**src/rtl/cfgr_pkg.sv**
```systemverilog
package cfgr_pkg;

   typedef enum logic [1:0] {
      RT_REJECT = 2'd0,
      RT_LOCAL  = 2'd1,
      RT_REMOTE = 2'd2
   } cfgr_route_e;

   typedef enum logic [1:0] {
      ST_IDLE = 2'd0,
      ST_DATA = 2'd1,
      ST_RESP = 2'd2
   } cfgr_state_e;

endpackage

```
**src/rtl/cfgr_decode.sv**
```systemverilog
module cfgr_decode
   import cfgr_pkg::*;
#(
   parameter int BUS_W  = 8,
   parameter int DEV_W  = 5,
   parameter int FN_W   = 3,
   parameter int OFF_W  = 13,
   parameter int ADDR_W = 32
) (
   input  logic [BUS_W-1:0]  bus,
   input  logic [DEV_W-1:0]  dev,
   input  logic [FN_W-1:0]   fn,
   input  logic [OFF_W-1:0]  off,
   input  logic              single_mode,
   output cfgr_route_e       route,
   output logic [OFF_W-1:0]  local_word,
   output logic [ADDR_W-1:0] remote_word
);
   // field placement of the type-1 word
   localparam int REG_MSB = 11;
   localparam int FN_LSB  = REG_MSB + 1;
   localparam int DEV_LSB = FN_LSB + FN_W;
   localparam int BUS_LSB = DEV_LSB + DEV_W;
   localparam int TOP_BIT = BUS_LSB + BUS_W;
   localparam logic [OFF_W-1:0] OFF_MASK = {{(OFF_W-2){1'b1}}, 2'b00};
   localparam logic [1:0] TYPE1 = 2'b01;

   logic [OFF_W-1:0] masked;
   assign masked     = off & OFF_MASK;
   assign local_word = masked;

   always_comb begin
      if (bus == '0) begin
         route = ((dev == '0) && (fn == '0)) ? RT_LOCAL : RT_REJECT;
      end else if (single_mode && (dev != '0)) begin
         route = RT_REJECT;
      end else begin
         route = RT_REMOTE;
      end
   end

   logic [TOP_BIT-1:0] packed_word;
   assign packed_word = {bus, dev, fn, masked[REG_MSB:2], TYPE1};

   generate
      if (ADDR_W > TOP_BIT) begin : g_pad
         assign remote_word = {{(ADDR_W-TOP_BIT){1'b0}}, packed_word};
      end else begin : g_exact
         assign remote_word = packed_word;
      end
   endgenerate

endmodule

```
**src/rtl/cfgr_addr_regs.sv**
```systemverilog
module cfgr_addr_regs #(
   parameter int OFF_W  = 13,
   parameter int ADDR_W = 32
) (
   input  logic              clk,
   input  logic              rst_n,
   input  logic              ld_local,
   input  logic              ld_remote,
   input  logic [OFF_W-1:0]  local_in,
   input  logic [ADDR_W-1:0] remote_in,
   output logic [OFF_W-1:0]  local_q,
   output logic [ADDR_W-1:0] remote_q
);
   always_ff @(posedge clk) begin
      if (!rst_n) begin
         local_q  <= '0;
         remote_q <= '0;
      end else begin
         if (ld_local)  local_q  <= local_in;
         if (ld_remote) remote_q <= remote_in;
      end
   end
endmodule

```
**src/rtl/cfgr_seq.sv**
```systemverilog
module cfgr_seq
   import cfgr_pkg::*;
#(
   parameter int DATA_W = 32
) (
   input  logic              clk,
   input  logic              rst_n,
   input  logic              req_valid,
   input  logic              req_write,
   input  logic [DATA_W-1:0] req_wdata,
   input  cfgr_route_e       route_in,
   input  logic [DATA_W-1:0] dp_rdata,
   output logic              req_ready,
   output logic              ld_local,
   output logic              ld_remote,
   output logic              dp_rd,
   output logic              dp_wr,
   output logic              dp_local,
   output logic [DATA_W-1:0] dp_wdata,
   output logic              done,
   output logic              err,
   output logic [DATA_W-1:0] rdata
);
   cfgr_state_e       state_q;
   logic              write_q;
   logic              local_q;
   logic              err_q;
   logic [DATA_W-1:0] wdata_q;
   logic [DATA_W-1:0] rdata_q;
   logic              accept;

   assign req_ready = (state_q == ST_IDLE);
   assign accept    = req_ready && req_valid;
   assign ld_local  = accept && (route_in == RT_LOCAL);
   assign ld_remote = accept && (route_in == RT_REMOTE);

   always_ff @(posedge clk) begin
      if (!rst_n) begin
         state_q <= ST_IDLE;
         write_q <= 1'b0;
         local_q <= 1'b0;
         err_q   <= 1'b0;
         wdata_q <= '0;
         rdata_q <= '0;
      end else begin
         case (state_q)
            ST_IDLE: begin
               if (req_valid) begin
                  write_q <= req_write;
                  wdata_q <= req_wdata;
                  local_q <= (route_in == RT_LOCAL);
                  if (route_in == RT_REJECT) begin
                     err_q   <= 1'b1;
                     rdata_q <= '1;
                     state_q <= ST_RESP;
                  end else begin
                     err_q   <= 1'b0;
                     rdata_q <= '0;
                     state_q <= ST_DATA;
                  end
               end
            end
            ST_DATA: begin
               if (!write_q) rdata_q <= dp_rdata;
               state_q <= ST_RESP;
            end
            ST_RESP: state_q <= ST_IDLE;
            default: state_q <= ST_IDLE;
         endcase
      end
   end

   assign dp_rd    = (state_q == ST_DATA) && !write_q;
   assign dp_wr    = (state_q == ST_DATA) && write_q;
   assign dp_local = (state_q == ST_DATA) && local_q;
   assign dp_wdata = wdata_q;
   assign done     = (state_q == ST_RESP);
   assign err      = done && err_q;
   assign rdata    = rdata_q;

endmodule

```
**src/rtl/cfg_route_top.sv**
```systemverilog
module cfg_route_top
   import cfgr_pkg::*;
#(
   parameter int BUS_W  = 8,
   parameter int DEV_W  = 5,
   parameter int FN_W   = 3,
   parameter int OFF_W  = 13,
   parameter int ADDR_W = 32,
   parameter int DATA_W = 32
) (
   input  logic              clk,
   input  logic              rst_n,
   input  logic              single_dev_mode,
   input  logic              req_valid,
   output logic              req_ready,
   input  logic              req_write,
   input  logic [BUS_W-1:0]  req_bus,
   input  logic [DEV_W-1:0]  req_dev,
   input  logic [FN_W-1:0]   req_fn,
   input  logic [OFF_W-1:0]  req_off,
   input  logic [DATA_W-1:0] req_wdata,
   output logic              rsp_done,
   output logic              rsp_err,
   output logic [DATA_W-1:0] rsp_rdata,
   output logic [OFF_W-1:0]  local_addr,
   output logic [ADDR_W-1:0] remote_addr,
   output logic              dp_rd,
   output logic              dp_wr,
   output logic              dp_local,
   output logic [DATA_W-1:0] dp_wdata,
   input  logic [DATA_W-1:0] dp_rdata
);
   localparam int FIELD_BITS = BUS_W + DEV_W + FN_W + 12;

   generate
      if (FIELD_BITS > ADDR_W) begin : g_bad_addr_w
         $error("ADDR_W too narrow for bus/device/function/offset fields");
      end
      if (OFF_W < 12) begin : g_bad_off_w
         $error("OFF_W must cover the dword register field");
      end
   endgenerate

   cfgr_route_e       route;
   logic [OFF_W-1:0]  local_word;
   logic [ADDR_W-1:0] remote_word;
   logic              ld_local;
   logic              ld_remote;

   cfgr_decode #(
      .BUS_W(BUS_W), .DEV_W(DEV_W), .FN_W(FN_W),
      .OFF_W(OFF_W), .ADDR_W(ADDR_W)
   ) u_decode (
      .bus         (req_bus),
      .dev         (req_dev),
      .fn          (req_fn),
      .off         (req_off),
      .single_mode (single_dev_mode),
      .route       (route),
      .local_word  (local_word),
      .remote_word (remote_word)
   );

   cfgr_addr_regs #(
      .OFF_W(OFF_W), .ADDR_W(ADDR_W)
   ) u_regs (
      .clk       (clk),
      .rst_n     (rst_n),
      .ld_local  (ld_local),
      .ld_remote (ld_remote),
      .local_in  (local_word),
      .remote_in (remote_word),
      .local_q   (local_addr),
      .remote_q  (remote_addr)
   );

   cfgr_seq #(
      .DATA_W(DATA_W)
   ) u_seq (
      .clk       (clk),
      .rst_n     (rst_n),
      .req_valid (req_valid),
      .req_write (req_write),
      .req_wdata (req_wdata),
      .route_in  (route),
      .dp_rdata  (dp_rdata),
      .req_ready (req_ready),
      .ld_local  (ld_local),
      .ld_remote (ld_remote),
      .dp_rd     (dp_rd),
      .dp_wr     (dp_wr),
      .dp_local  (dp_local),
      .dp_wdata  (dp_wdata),
      .done      (rsp_done),
      .err       (rsp_err),
      .rdata     (rsp_rdata)
   );

endmodule

```
**config.mk**
```make
export PLATFORM = sky130hd
export DESIGN_NAME = cfg_route_top
export DESIGN_NICKNAME = d
export VERILOG_FILES = /design/src/rtl/cfgr_pkg.sv /design/src/rtl/cfgr_decode.sv /design/src/rtl/cfgr_addr_regs.sv /design/src/rtl/cfgr_seq.sv /design/src/rtl/cfg_route_top.sv
export SDC_FILE = /design/constraint.sdc
export NUM_CORES = 1
export LEC_CHECK = 0
export CAP_MARGIN = 20
export CORE_MARGIN = 1
export CORE_UTILIZATION = 58
export CTS_BUF_LIST = sky130_fd_sc_hd__clkbuf_4
export CTS_CLUSTER_SIZE = 12
export DETAILED_ROUTE_END_ITERATION = 10
export DONT_BUFFER_PORTS = 1
export PLACE_DENSITY = 0.74
export SLEW_MARGIN = 20
export SYNTH_ARGS = -nofsm -noshare
export SYNTH_HDL_FRONTEND = slang
export SYNTH_SLANG_ARGS = --single-unit
```
**constraint.sdc**
```tcl
create_clock -name clk -period 2 [get_ports clk]
set_input_delay 0.1 -clock clk [delete_from_list [all_inputs] [get_ports clk]]
set_output_delay 0.1 -clock clk [all_outputs]
set_load 0.02 [all_outputs]
```
### Word-level counts from Yosys, hierarchy flattened

Index checks and enable logic that the tools add are counted.

* equal/unequal tests: 6
* multiplexer cells: 11
* reduce and logical (&&, ||, !) cells: 19

Operators with widths (number)
* two-way mux 32 bit: 3
* case mux 32 bit (2 select lines): 1
* logical AND 1 bit: 9
* logical NOT 8 bit: 1
* two-way mux 2 bit: 4
* logical NOT 5 bit: 1
* nonzero test 5 bit: 1
* equality test 2 x 1 -> 1 bit (second input constant): 2
* equality test 2 bit (second input constant): 2
* logical NOT 2 bit: 2
* != test 2 bit (second input constant): 2
* case mux 2 bit (2 select lines): 1
* logical NOT 3 bit: 1
* AND reduction 3 bit: 1
* two-way mux 1 bit: 2
* AND reduction 2 bit: 1
* nonzero test 2 bit: 1
* logical NOT 1 bit: 1

* register bits after elaboration: 107
* input port bits: 98
* logic and storage cells: 44

### Longest topological paths before layout

* depth in word-level cells: 8
* mapped depth: 6

### Hierarchy

A second synthesis with hierarchy kept.

* cell total of the unflattened synthesis: 484
* area, all modules: 4921.0 um^2

By module, submodules not included
* cfgr_seq: times used 1, cells each 284, area an instance 2782.7 um^2, seq. area each 1381.3 um^2
* cfgr_addr_regs: times used 1, cells each 145, area an instance 1741.7 um^2, seq. area each 900.9 um^2
* cfgr_decode: times used 1, cells each 55, area an instance 396.6 um^2, seq. area each 0.0 um^2

### Least setup slack after synthesis

Ideal clock, no wire load.

* path kind: register to register
* from: reg u_seq.state_q[1]
* to: reg u_regs.remote_q[10]
* library setup time: 70 ps
* arrival: 1520 ps
* required time: 1930 ps
* path slack: 409 ps
* cell stages (with the launch flop): 7
* period minus slack after synthesis: 1591 ps
* path through: dfxtp_1 or3b_1 buf_2 a21oi_2 buf_4 nand3_1 a21oi_1

* cells in the longest elaborated chain, start to end: 3

Ends and longest elaborated chain
* start: declaration: RTL line cfgr_seq.sv:24 `cfgr_state_e state_q;`
* start signal: assignment: RTL line cfgr_seq.sv:39 `state_q <= ST_IDLE;`
* start signal: assignment: RTL line cfgr_seq.sv:55 `state_q <= ST_RESP;`
* start signal: assignment: RTL line cfgr_seq.sv:59 `state_q <= ST_DATA;`
* logical NOT 2 bit: RTL line cfgr_seq.sv:32 `assign req_ready = (state_q == ST_IDLE);`
* logical AND 1 bit: RTL line cfgr_seq.sv:33 `assign accept = req_ready && req_valid;`
* logical AND 1 bit: RTL line cfgr_seq.sv:35 `assign ld_remote = accept && (route_in == RT_REMOTE);`
* end signal: assignment: RTL line cfgr_addr_regs.sv:20 `if (ld_remote) remote_q <= remote_in;`
* end: declaration: RTL line cfgr_addr_regs.sv:12 `output logic [ADDR_W-1:0] remote_q`

Every way passes these cells.
A chain may end at the register's enable or synchronous reset.

### Worst setup path in the final report

* from: reg u_seq.state_q[1]
* to: reg u_seq.err_q

* cells in the longest elaborated chain, start to end: 2

Ends and longest elaborated chain
* logical NOT 2 bit: RTL line cfgr_seq.sv:46 `case (state_q)`
* AND reduction 2 bit (no line)
* end signal: assignment: RTL line cfgr_seq.sv:42 `err_q <= 1'b0;`
* end signal: assignment: RTL line cfgr_seq.sv:53 `err_q <= 1'b1;`
* end signal: assignment: RTL line cfgr_seq.sv:57 `err_q <= 1'b0;`
* end: declaration: RTL line cfgr_seq.sv:27 `logic err_q;`

Every way passes these cells.

==> results.yml <==
status:
  outcome: "finished, final reports clean"
clocking:
  cts_max_level: 3
  root_buffer: "clkbuf_4"
  clock_path_buffers: 2
  post-cts-setup-buffers: 0
  clk_latency_ps: 430
  cts_tree: "built"
  clk_pin_slew_ps: 160
  clock_sinks: 107
  cts_buffers: 9
hold_path:
  hold_end: "u_regs.remote_q[11]"
  hold_class: "in -> reg"
  worstHoldPathCells: 4
  min_from: "single_dev_mode"
floorplanning:
  initial_core_util_pct: 60.6
  core_area_um2: 6870
  rows: 30
  fp.dieArea_um2: 7520
  die_x_um: 86.7
  io_pins: 213
  dieHeight_um: 86.7
timing:
  fmax_ghz: 0.538
  worstMarginPinSlew_ps: 753
  finalHoldViolCount: 0
  period_share_pct: 93.0
  setup_viol: 0
  grt_setup_unrepaired: "no"
  tns_ps: 0
  relSlewSlack_pct: 49.8
  finClkSkew_ps: 17.2
  slew_viol_final: 0
  period_needed_ps: 1860
yosys:
  ys.flop_type: "dfxtp_1"
  synth-edff-count: 0
  synth_compound_area_share_pct: 27.9
  synth_mux_area_share_pct: 0
  synth_top_cell_by_area: "dfxtp_1"
  yosysUniqueCellTypes: 33
  synth_top_family_by_area: "compound AO/OA/AOI/OAI gates"
  yosysWarnings: 0
  ys_ff_latch: 107
  avgSynthCellArea_um2: 8.71
  yosysMostFrequentCell: "dfxtp_1"
  yosysSeqAreaShare_pct: 51.5
  synth-async-reset-ratio_pct: 0
  synth_area_um2: 4160
  synthTopCellsByCount: "107 x dfxtp_1, 72 x a21oi_1, 67 x nand2_1, 37 x nand3_1, 35 x o21ai_0"
  synth_cells: 478
  synth_top_area_share_pct: 51.5
  synthAdderAreaFrac_pct: 0
  synth-xor-area-share_pct: 0
  synth-simple-area-share_pct: 14.3
  synth.area.top_cells: "dfxtp_1 51%, a21oi_1 8.7%, o2bb2ai_1 6.7%, nand2_1 6.0%, o211ai_1 5.8%"
final_layout:
  syn2layout_area_growth_pct: 29.0
  stdcell_area_um2: 5370
  fin_util_pct: 78.2
  drive_gt1_share_pct: 8.44
  finalNetCount: 662
  n_antenna_cell: 0
setup_path:
  reg2reg_to: "u_seq.err_q"
  crit_path_max_incr_delay_ps: 550
  crit_buf_inv: 3
  cp-end-kind: "flip-flop"
  r2r_slack_ps: 140
  crit_fanout: 34
  cp.arrival_ps: 2220
  required_ps: 2360
  rr_startpoint: "u_seq.state_q[1]"
  worstSetupStartpointType: "flip-flop"
  path_cells: "buf_4 > nor3b_4 > buf_12 > o21ai_0 > dlygate4sd3_1 > a21oi_1"
  critPathKind: "reg -> reg"
  r2r_cells: 6
  critPathTopFamily: "buffers and inverters"
  cp_slowest_cell: "dlygate4sd3_1"
drt:
  vias: 4033
  vias_per_cell: 6.06
  routed_wl_um: 12200
  drtIter0Drc: 236
  drtPass1Iterations: 5
  route.detailed.drc: 0
  drtAntennaViolNets: 0
  wl_per_cell_um: 18.4
place:
  dp_hpwl_um: 6950
  place_congestion: 0.734
  port_buffers: 0
  placed_area_um2: 4240
power:
  p_leak_nw: 1.87
  pwr_density_cell_nw_per_um2: 762
  irDropWorstVdd_uv: 411
  finalPower_mw: 4.09
global_routing:
  gr-total-overflow: 0
  grt_pass1_wl_um: 18600
  grt_max_degree: 35
  grt_usage_pct: 31.8
  grt_pass1_vias: 3875
  antenna_found_initial: 0
job:
  timing.max_cap.violations: 0
-- timing repair --
action / 4_1_cts / 5_1_grt
hold buffers: 98 / 0
hold endpoints to repair: 106 / 0
gates resized for setup: 0 / 4
setup endpoints to repair: 0 / 3
-- worst max path at each step --
| stage | cells past startpoint | startpoint | slack, ps | to |
|---|---|---|---|---|
| after floorplan | 6 | u_seq.state_q[1] | 410 | u_regs.remote_q[10] |
| after global placement | 5 | req_dev[1] | 300 | u_seq.rdata[21] |
| after detailed placement | 5 | req_dev[1] | 250 | u_seq.rdata[24] |
| after CTS | 6 | u_seq.state_q[1] | 30 | u_seq.err_q |
| after global routing | 6 | u_seq.state_q[1] | 20 | u_seq.err_q |
| final | 6 | u_seq.state_q[1] | 140 | u_seq.err_q |
-- routing by layer --
metal,vias to the layer above,routed length (um),global-route usage (%)
li1,1877,-,-
met1,1838,4860,38.2
met2,270,5810,52.5
met3,48,1090,7.52
met4,0,461,17.6
met5,-,0,0
-- registers in the layout (all words and copies together), names as in the netlist --
name,cells
u_regs.remote_q,27
u_seq.dp_wdata,32
u_seq.state_q,2
u_regs.local_q,11
u_seq.rdata,32
u_seq.err_q,1
u_seq.local_q,1
u_seq.write_q,1
-- cell families (layout without fill, tap and decap cells) --
kind of cell	after synthesis	in the layout
other	1	7
and+or+nand+nor	130	130
DFF	107	107
AOI/OAI and AO/OA	185	185
buffers and inverters	55	140
-- where the power goes --
group	internal (mW)	switching, mW
combinational	0.283	0.332
clock	0.272	0.689
sequential	2.27	0.247
-- cells in the final DEF, fill, tap and decap left out, drive strengths merged, types with 2 or more instances in the layout --
master / Yosys / final
nand2: 67 / 67
buf: 19 / 22
o2bb2ai: 32 / 32
nor3: 2 / 2
or4: 3 / 3
dlygate4sd3: 0 / 98
nor2: 11 / 11
o211ai: 32 / 32
nand3: 37 / 37
clkinv: 0 / 4
dfxtp: 107 / 107
a21oi: 74 / 74
a2111oi: 2 / 2
conb: 1 / 7
clkbuf: 32 / 10
o21ai: 42 / 42
inv: 4 / 5
nor4: 2 / 2
-- cell type report --
| type | instances | area [um2] |
|---|---|---|
| clock buffer | 10 | 75.1 |
| clock inverter | 6 | 41.3 |
| fill | 466 | 1500 |
| inverter | 4 | 15.0 |
| multi-input combinational | 322 | 1800 |
| sequential | 107 | 2140 |
| tap | 96 | 120 |
| timing repair buffer | 120 | 1180 |
-- stage by stage --
step	instances	hold WS, ps	setup slack [ps]
final	665	48.0	140
after floorplan	484	236	409
after CTS	664	11.0	26.8
after global routing	665	31.4	20.1
after detailed placement	550	244	249
after global placement	550	238	297
-- worst register-to-register path, stage by stage, from the launching register on --
cell and delay (ps):
dfxtp_1 340, buf_4 150, nor3b_4 330, buf_12 230
o21ai_0 90, dlygate4sd3_1 550, a21oi_1 120
Power figures use the tool's default switching activity.
